$ cat src/rtl/csa_pkg.sv
package csa_pkg;
  localparam int SEG_W = 5;
  localparam int GRP_W = 10;

  function automatic logic fa_sum(input logic x, input logic y, input logic c);
    return x ^ y ^ c;
  endfunction

  function automatic logic fa_carry(input logic x, input logic y, input logic c);
    return (x & y) | (x & c) | (y & c);
  endfunction
endpackage

$ cat src/rtl/csa_segment.sv
module csa_segment
  import csa_pkg::*;
#(
  parameter int W = SEG_W
) (
  input  logic [W-1:0] a,
  input  logic [W-1:0] b,
  output logic [W-1:0] sum0,
  output logic [W-1:0] sum1,
  output logic         co0,
  output logic         co1
);
  logic [W:0] chain0;
  logic [W:0] chain1;

  always_comb begin
    chain0[0] = 1'b0;
    chain1[0] = 1'b1;
    for (int i = 0; i < W; i++) begin
      sum0[i]     = fa_sum(a[i], b[i], chain0[i]);
      sum1[i]     = fa_sum(a[i], b[i], chain1[i]);
      chain0[i+1] = fa_carry(a[i], b[i], chain0[i]);
      chain1[i+1] = fa_carry(a[i], b[i], chain1[i]);
    end
    co0 = chain0[W];
    co1 = chain1[W];
    // the carry-1 candidate is always one above the carry-0 candidate
    assert_cand_step_R2: assert ({co1, sum1} == {co0, sum0} + (W+1)'(1));
  end
endmodule

$ cat src/rtl/csa_group.sv
module csa_group
  import csa_pkg::*;
#(
  parameter int W   = GRP_W,
  parameter int SW  = SEG_W
) (
  input  logic [W-1:0] a,
  input  logic [W-1:0] b,
  input  logic         cin,
  output logic [W-1:0] sum,
  output logic         cout
);
  localparam int NSEG = W / SW;

  logic [NSEG:0]   sel;
  logic [NSEG-1:0] seg_co0;
  logic [NSEG-1:0] seg_co1;

  assign sel[0] = cin;

  for (genvar s = 0; s < NSEG; s++) begin : g_seg
    logic [SW-1:0] s0;
    logic [SW-1:0] s1;
    csa_segment #(.W(SW)) seg_i (
      .a   (a[s*SW +: SW]),
      .b   (b[s*SW +: SW]),
      .sum0(s0),
      .sum1(s1),
      .co0 (seg_co0[s]),
      .co1 (seg_co1[s])
    );
    assign sum[s*SW +: SW] = sel[s] ? s1 : s0;
    assign sel[s+1]        = sel[s] ? seg_co1[s] : seg_co0[s];
  end

  assign cout = sel[NSEG];
endmodule

$ cat src/rtl/csa_accum_top.sv
module csa_accum_top
  import csa_pkg::*;
#(
  parameter int N = 30
) (
  input  logic         clk,
  input  logic         rst_n,
  input  logic         clr,
  input  logic         acc_mode,
  input  logic         bypass,
  input  logic [N-1:0] a,
  input  logic [N-1:0] b,
  input  logic         cin,
  output logic [N-1:0] sum,
  output logic         cout
);
  localparam int NGRP  = (N + GRP_W - 1) / GRP_W;
  localparam int PAD_W = NGRP * GRP_W;

  logic [N-1:0]     sum_q;
  logic             cout_q;
  logic [N-1:0]     op_a;
  logic [PAD_W-1:0] a_pad;
  logic [PAD_W-1:0] b_pad;
  logic [PAD_W-1:0] pad_sum;
  logic [NGRP:0]    gcarry;
  logic [N-1:0]     add_sum;
  logic             add_cout;

  assign op_a  = acc_mode ? sum_q : a;
  assign a_pad = PAD_W'(op_a);
  assign b_pad = PAD_W'(b);
  assign gcarry[0] = cin;

  for (genvar g = 0; g < NGRP; g++) begin : g_grp
    csa_group #(.W(GRP_W), .SW(SEG_W)) grp_i (
      .a   (a_pad[g*GRP_W +: GRP_W]),
      .b   (b_pad[g*GRP_W +: GRP_W]),
      .cin (gcarry[g]),
      .sum (pad_sum[g*GRP_W +: GRP_W]),
      .cout(gcarry[g+1])
    );
  end

  if (PAD_W == N) begin : g_full
    assign add_sum  = pad_sum;
    assign add_cout = gcarry[NGRP];
  end else begin : g_part
    assign add_sum  = pad_sum[N-1:0];
    assign add_cout = pad_sum[N];
  end

  always_ff @(posedge clk or negedge rst_n) begin
    if (!rst_n) begin
      sum_q  <= '0;
      cout_q <= 1'b0;
    end else if (clr) begin
      sum_q  <= '0;
      cout_q <= 1'b0;
    end else begin
      sum_q  <= add_sum;
      cout_q <= add_cout;
    end
  end

  assign sum  = bypass ? add_sum  : sum_q;
  assign cout = bypass ? add_cout : cout_q;

  // the segmented chains agree with a plain addition
  assert_comb_add_R3: assert property (@(posedge clk) disable iff (!rst_n)
    bypass |-> {add_cout, add_sum} == ({1'b0, op_a} + {1'b0, b} + (N+1)'(cin)));

  // without clear or accumulate, the register holds last edge's A+B+cin
  assert_reg_delay_R4: assert property (@(posedge clk) disable iff (!rst_n)
    (!clr && !acc_mode) |=> {cout_q, sum_q} == ($past({1'b0, a}) + $past({1'b0, b}) + (N+1)'($past(cin))));

  // accumulation adds B and cin to the previous total
  assert_accum_R5: assert property (@(posedge clk) disable iff (!rst_n)
    (!clr && acc_mode) |=> {cout_q, sum_q} == ($past({1'b0, sum_q}) + $past({1'b0, b}) + (N+1)'($past(cin))));

  // clear empties the register whatever the mode
  assert_clear_R6: assert property (@(posedge clk) disable iff (!rst_n)
    clr |=> (sum_q == '0 && !cout_q));
endmodule

$ cat config.mk
export PLATFORM = sky130hd
export DESIGN_NAME = csa_accum_top
export DESIGN_NICKNAME = d
export VERILOG_FILES = /design/src/rtl/csa_pkg.sv /design/src/rtl/csa_segment.sv /design/src/rtl/csa_group.sv /design/src/rtl/csa_accum_top.sv
export SDC_FILE = /design/constraint.sdc
export NUM_CORES = 1
export LEC_CHECK = 0
export BUFFER_PORTS_ARGS = -buffer_cell sky130_fd_sc_hd__buf_4
export CAP_MARGIN = 0
export CORE_MARGIN = 3
export CORE_UTILIZATION = 40
export DETAILED_ROUTE_END_ITERATION = 16
export GPL_TIMING_DRIVEN = 0
export PLACE_DENSITY = 0.7
export SLEW_MARGIN = 20
export SYNTH_ARGS = -nofsm -noshare
export SYNTH_HDL_FRONTEND = slang
export SYNTH_SLANG_ARGS = --single-unit
export TNS_END_PERCENT = 20
$ cat constraint.sdc
create_clock -name clk -period 15.15 [get_ports clk]
set_input_delay 3.03 -clock clk [delete_from_list [all_inputs] [get_ports clk]]
set_output_delay 3.03 -clock clk [all_outputs]
set_load 0.02 [all_outputs]
# ---- Word-level counts from Yosys, hierarchy flattened
# Index checks and enable logic that the tools add are counted.
dict set report word_totals {
  word_cells 337
  ff_bits 31
  output_inout_bits 31
  inputBits 66
}
dict set report classes {
  n_bitwise 318
  mux 17
}
# cell n
set op_table {}
lappend op_table {{$and A1 B1 Y1} 126}
lappend op_table {{$or A1 B1 Y1} 108}
lappend op_table {{$mux W30} 3}
lappend op_table {{$xor A1 B1 Y1} 78}
lappend op_table {{$mux W5} 6}
lappend op_table {{$mux W1} 8}
lappend op_table {{$not A1 Y1} 6}

# ---- Longest topological paths before layout
dict set report depth {
  ltp_word 23
  depth_mapped 16
  ltp_nobuf 13
}

# ---- Cells and area by module
# From an unflattened synthesis, not the netlist that was laid out.
dict set report unflattened {
  hier_cells 303
  hier_area_um2 3604.7
}
# mod n_inst seq_area_each_um2 cells_per_inst area_per_inst_um2
set modules_own_cells {}
lappend modules_own_cells {csa_accum_top 1 775.7 132 1750.4}
lappend modules_own_cells {csa_segment 6 0.0 22 230.2}
lappend modules_own_cells {csa_group 3 0.0 13 157.7}

# ---- Worst setup path before layout
# Ideal clock, no wire load.
dict set report synth_path {
  path_kind {input-to-output}
  from {in acc_mode}
  to {out sum[29]}
  n_path_buf 3
  arrival_ns 6.951
  required_time_ns 12.120
  path_slack_ns 5.169
  stages 16
  cell_sequence {buf_6 > buf_6 > clkbuf_1 > mux2i_1 > inv_1 > ha_1 > nor2b_1 > o32ai_1 > a211o_4 > mux2i_2 > o211ai_2 > and3_4 > o41ai_2 > o2111ai_1 > and4_4 > o31ai_1}
}
dict set report synth_between {
  elab_chain_cells 23
  word_cells_on_any_way 236
  classes_between {8 x mux; 228 x bitwise}
}
# element line_no
set synth_lines {}
lappend synth_lines {{start, declared} csa_accum_top.sv:9} ;# input logic acc_mode,
lappend synth_lines {{$mux W30 (*)} csa_accum_top.sv:30} ;# assign op_a = acc_mode ? sum_q : a;
lappend synth_lines {{$and A1 B1 Y1} csa_pkg.sv:10} ;# return (x & y) | (x & c) | (y & c);
lappend synth_lines {{$or A1 B1 Y1 (2 in a row)} csa_pkg.sv:10}
lappend synth_lines {{$and A1 B1 Y1} csa_pkg.sv:10}
lappend synth_lines {{$or A1 B1 Y1 (2 in a row)} csa_pkg.sv:10}
lappend synth_lines {{$and A1 B1 Y1} csa_pkg.sv:10}
lappend synth_lines {{$or A1 B1 Y1 (2 in a row)} csa_pkg.sv:10}
lappend synth_lines {{$and A1 B1 Y1} csa_pkg.sv:10}
lappend synth_lines {{$or A1 B1 Y1 (2 in a row)} csa_pkg.sv:10}
lappend synth_lines {{$and A1 B1 Y1} csa_pkg.sv:10}
lappend synth_lines {{$or A1 B1 Y1 (2 in a row)} csa_pkg.sv:10}
lappend synth_lines {{$mux W1 (5 in a row)} csa_group.sv:33} ;# assign sel[s+1] = sel[s] ? seg_co1[s] : seg_co0[s];
lappend synth_lines {{$mux W5 (*)} csa_group.sv:32} ;# assign sum[s*SW +: SW] = sel[s] ? s1 : s0;
lappend synth_lines {{$mux W30 (*)} csa_accum_top.sv:66} ;# assign sum = bypass ? add_sum : sum_q;
lappend synth_lines {{end, declared} csa_accum_top.sv:14} ;# output logic [N-1:0] sum,
# Mark *: on every way between the ends. The rest lies on a longest branch, timed or not.

# ---- Worst setup path after layout
# Same ends and word-level chain as after synthesis.

==> reports/metrics.csv <==
stage,metric,value,unit
worst_setup_path,start-to-end type of the worst setup path,in2out,
routing,post-detailed-route wirelength per cell,15.4,microns
yosys,number of register bits inferred by synthesis,31,
timing,Hold Fails Final Rpt,0,
yosys,number of distinct library cells after synthesis,55,
routing,ratio of routed vias to standard cells,5.40,
timing,post-route minimum period,10.71,ns
die,die span in x,97.8,microns
worst_setup_path,family with the most delay on the worst path,compound AO/OA/AOI/OAI gates,
timing,max-slew headroom at the worst pin,45.9,%
yosys,register area share after synthesis,23.0,%
grt,antenna violations before repair,0,
yosys,number of flops mapped to enable cells by yosys,0,
worst_setup_path,library cell contributing the largest single delay on the critical path,sky130_fd_sc_hd__clkbuf_1,
grt,via count of the first global-routing pass,3291,
pwr,Design Power,621,uW
yosys,number of instances in the synthesized netlist,379,
timing,number of failing setup endpoints in the final timing report,0,
die,std cell rows,32,
yosys,leading cell types by total area after synthesis,"sky130_fd_sc_hd__dfrtp_1 23%, sky130_fd_sc_hd__ha_1 13%, sky130_fd_sc_hd__mux2_2 9.7%",
pwr,peak ir drop on the vdd network,0.0802,mV
routing,drt drc,0,
pwr,proportion of power drawn by the clock network,10.6,%
yosys,post-synthesis mux area share,16.5,%
clock_network,CTS Root Buffer Type,sky130_fd_sc_hd__clkbuf_8,
yosys,synthesized-area fraction occupied by and/or/nand/nor cells,16.3,%
placement,final estimated routing congestion in global placement,0.815,
final_layout,number of antenna diodes,0,
pwr,Internal Dissipation,340,uW
timing,"Slew Viols, Final",0,
final_layout,Final Net Count,583,
grt,met3 Use GR,4.14,%
yosys,syn avg cell area,8.90,sq um
die,initial core utilization,42.3,%
pwr,net switching power,280,uW
final_layout,fraction of layout instances using a drive strength above 1,33.4,%
timing,highest achievable clock rate,0.0933,GHz
yosys,syn nets,481,
yosys,library cell occupying the most area in the post-synthesis netlist,sky130_fd_sc_hd__dfrtp_1,
job,count of max-cap constraint violations,0,
clock_network,"Reg clk slew, reported paths",0.08,ns
die,IO Count,97,
pwr,power density over cell area,144,mW/mm^2
grt,largest net degree at the start of global routing,32,
yosys,xor/xnor cell area share of the yosys netlist,6.49,%
routing,total routed wirelength,9.01,mm
yosys,area of the mapped netlist,0.00337,sq mm
yosys,asr flop ratio synth,100,%
timing,RSZ-0062 raised after global routing,no,
placement,Port-buffer cells,95,
worst_setup_path,CP Cell Sequence,buf_4 > buf_6 > buf_6 > clkbuf_1 > mux2i_1 > inv_1 > ha_1 > nor2b_1 > o32ai_1 > a211o_4 > mux2i_2 > o211ai_2 > and3_4 > o41ai_2 > o2111ai_1 > and4_4 > o31ai_1 > buf_4,
yosys,Yosys top cell area share,23.0,%
worst_setup_path,crit path capture type,output pin,
routing,number of routed nets with antenna violations,0,
clock_network,number of buffers inserted by hold repair at cts,0,
yosys,leading register cell type out of synthesis,sky130_fd_sc_hd__dfrtp_1,
worst_setup_path,Worst Path Buf+Inv,6,
yosys,main combinational cell family by area after synthesis,compound AO/OA/AOI/OAI gates,
yosys,post-synthesis compound-gate area fraction,19.3,%
die,Die Y,97.8,microns
final_layout,P&R area growth vs syn,27.4,%
timing,actual transition at the worst max-transition pin,0.811,ns
pwr,Flop pwr share,20.1,%
routing,1st-iter DRT viols,72,
worst_setup_path,Worst Path Max Fanout,10,
timing,Total Negative Setup Slacks,0,ns
clock_network,clock latency on the worst-skew pair,0.29,ns
worst_setup_path,required time reported for the critical path endpoint,12.12,ns
grt,total gr overflow,0,
final_layout,fillcell total,757,
pwr,leakage dissipation,0.00215,uW
clock_network,total number of clock tree sinks,31,
run_status,status,completed,
timing,crit share post-route,70.7,%
clock_network,buffer levels on the longest clock path,2,
routing,number of search-and-repair iterations in the first detailed-routing pass,4,
clock_network,number of instances resized during post-cts repair,0,
clock_network,depth of the CTS H-tree,2,
die,die area,0.00957,sq mm
placement,hpwl dp,7.21,mm
pwr,share of total power in combinational logic,69.3,%
worst_setup_path,peak per-stage delay on the critical path,0.64,ns
clock_network,Post-CTS Setup Repair Bufs,0,
timing,worst clock skew,0.0139,ns
pwr,Switching Share,45.2,%
grt,total routing resource utilization after global routing,19.2,%
clock_network,TritonCTS clock tree,yes,
hold_path,Hold Path Class,reg2reg,
yosys,"Warnings, synthesis",0,
die,area of the core region,0.00797,sq mm
grt,met2 Track Usage GR,34.9,%
worst_setup_path,Worst EP arrival,7.68,ns
yosys,area share of fa/ha/maj cells after synthesis,13.4,%
grt,global-route layer with the greatest usage,met2,
grt,met1 track demand over resource in global routing,23.5,%
grt,global-route wire length before repair,15.1,mm
routing,via count,3154,
worst_setup_path,startpoint kind of the worst setup timing path,input port,
clock_network,CTS buffer count,5,
==> Yosys cell counts, types with 7 or more instances <==
| master | count |
|---|---|
| sky130_fd_sc_hd__a21oi_1 | 23 |
| sky130_fd_sc_hd__and2_1 | 16 |
| sky130_fd_sc_hd__clkbuf_1 | 7 |
| sky130_fd_sc_hd__dfrtp_1 | 31 |
| sky130_fd_sc_hd__ha_1 | 36 |
| sky130_fd_sc_hd__inv_1 | 30 |
| sky130_fd_sc_hd__mux2_2 | 29 |
| sky130_fd_sc_hd__mux2i_1 | 12 |
| sky130_fd_sc_hd__nand2_1 | 10 |
| sky130_fd_sc_hd__nor2_1 | 47 |
| sky130_fd_sc_hd__nor3_1 | 11 |
| sky130_fd_sc_hd__o21ai_0 | 14 |
| sky130_fd_sc_hd__xnor2_1 | 17 |
| sky130_fd_sc_hd__xor2_1 | 8 |
==> power by group through the flow <==
stage                     Sequential, uW  Clock [uW]  Combinational [uW]
after floorplan                      122           0                 308
after global placement               124           0                 420
after detailed placement             127           0                 428
after CTS                            125        66.9                 431
after global routing                 129        71.1                 474
final                                125        65.8                 430
==> registers in the layout (all words and copies together), names as in the netlist <==
register  count
sum_q        30
cout_q        1
==> worst reg2reg max path, cell delays in order (launching register included) <==
cell                        delay, ns
sky130_fd_sc_hd__dfrtp_1         0.38
sky130_fd_sc_hd__mux2i_1         0.18
sky130_fd_sc_hd__inv_1           0.06
sky130_fd_sc_hd__ha_1            0.17
sky130_fd_sc_hd__nor2b_1         0.13
sky130_fd_sc_hd__o32ai_1         0.50
sky130_fd_sc_hd__a211o_4         0.28
sky130_fd_sc_hd__mux2i_2         0.33
sky130_fd_sc_hd__o211ai_2        0.19
sky130_fd_sc_hd__and3_4          0.25
sky130_fd_sc_hd__o41ai_2         0.47
sky130_fd_sc_hd__o2111ai_1       0.21
sky130_fd_sc_hd__and4_4          0.24
sky130_fd_sc_hd__nor3_1          0.13
==> final cells by class <==
cell class / instances / area, sq um / area share, %
Multi-Input combinational cell: 307 / 2430 / 56.5
Sequential cell: 31 / 776 / 18.1
Timing Repair Buffer: 95 / 713 / 16.6
Tap cell: 102 / 128 / 2.97
Inverter: 30 / 113 / 2.62
Clock buffer: 5 / 68.8 / 1.60
Buffer: 11 / 56.3 / 1.31
Clock inverter: 3 / 15.0 / 0.349
==> metrics by stage <==
step,hold slack (ns),std cells,area (sq um),utilization [%],worst slack (ns)
finish,0.739,584,4300,53.9,4.44
floorplan,0.675,379,3370,-,5.17
detailed placement,0.720,576,4210,52.9,4.39
CTS,0.734,584,4300,53.9,4.39
global route,0.823,584,4300,53.9,4.06
global placement,0.699,576,4210,52.9,4.49
==> cell usage in the layout (no fill, tap or decap), types with 3 or more instances in the layout <==
cell type	n
sky130_fd_sc_hd__clkinv_2	3
sky130_fd_sc_hd__nand3_1	3
sky130_fd_sc_hd__inv_1	30
sky130_fd_sc_hd__xor2_1	8
sky130_fd_sc_hd__o211a_1	3
sky130_fd_sc_hd__or2_2	6
sky130_fd_sc_hd__nor2b_1	3
sky130_fd_sc_hd__nor2_1	47
sky130_fd_sc_hd__a31oi_1	6
sky130_fd_sc_hd__buf_4	95
sky130_fd_sc_hd__ha_1	36
sky130_fd_sc_hd__mux2_2	29
sky130_fd_sc_hd__clkbuf_1	7
sky130_fd_sc_hd__or3_1	4
sky130_fd_sc_hd__o32ai_1	3
sky130_fd_sc_hd__mux2_4	5
sky130_fd_sc_hd__o31ai_1	6
sky130_fd_sc_hd__o21ai_0	14
sky130_fd_sc_hd__nor3_1	11
sky130_fd_sc_hd__clkbuf_8	5
sky130_fd_sc_hd__a21oi_1	23
sky130_fd_sc_hd__a21o_1	6
sky130_fd_sc_hd__dfrtp_1	31
sky130_fd_sc_hd__and2_1	16
sky130_fd_sc_hd__xnor2_1	17
sky130_fd_sc_hd__nand2_1	10
sky130_fd_sc_hd__mux2i_1	12
==> worst paths after layout <==
kind	startpoint	cells after the start	endpoint	slack, ns
min in group asynchronous	rst_n	1	sum_q[24]	2.69
max in group asynchronous	rst_n	1	sum_q[5]	12.14
setup / recovery	acc_mode	18	sum[29]	4.44
hold / removal	sum_q[29]	3	cout_q	0.74
hold reg to reg	sum_q[29]	3	cout_q	0.74
setup reg to reg	sum_q[0]	13	sum_q[29]	11.54
==> cells by family (layout without fill, tap and decap cells) <==
family	count (synthesis)	after routing
muxes	49	49
adders and majority gates	36	36
and+or+nand+nor	110	110
AOI/OAI and AO/OA	87	87
buffers and inverters	41	144
DFF	31	31
xor gates and xnor gates	25	25
==> layer usage <==
metal	vias to the layer above	part of all wire, %
li1	1556	-
met5	-	0
met3	7	6.2
met2	87	49
met1	1504	44
met4	0	0.53
(Power assumes the default switching activity.)
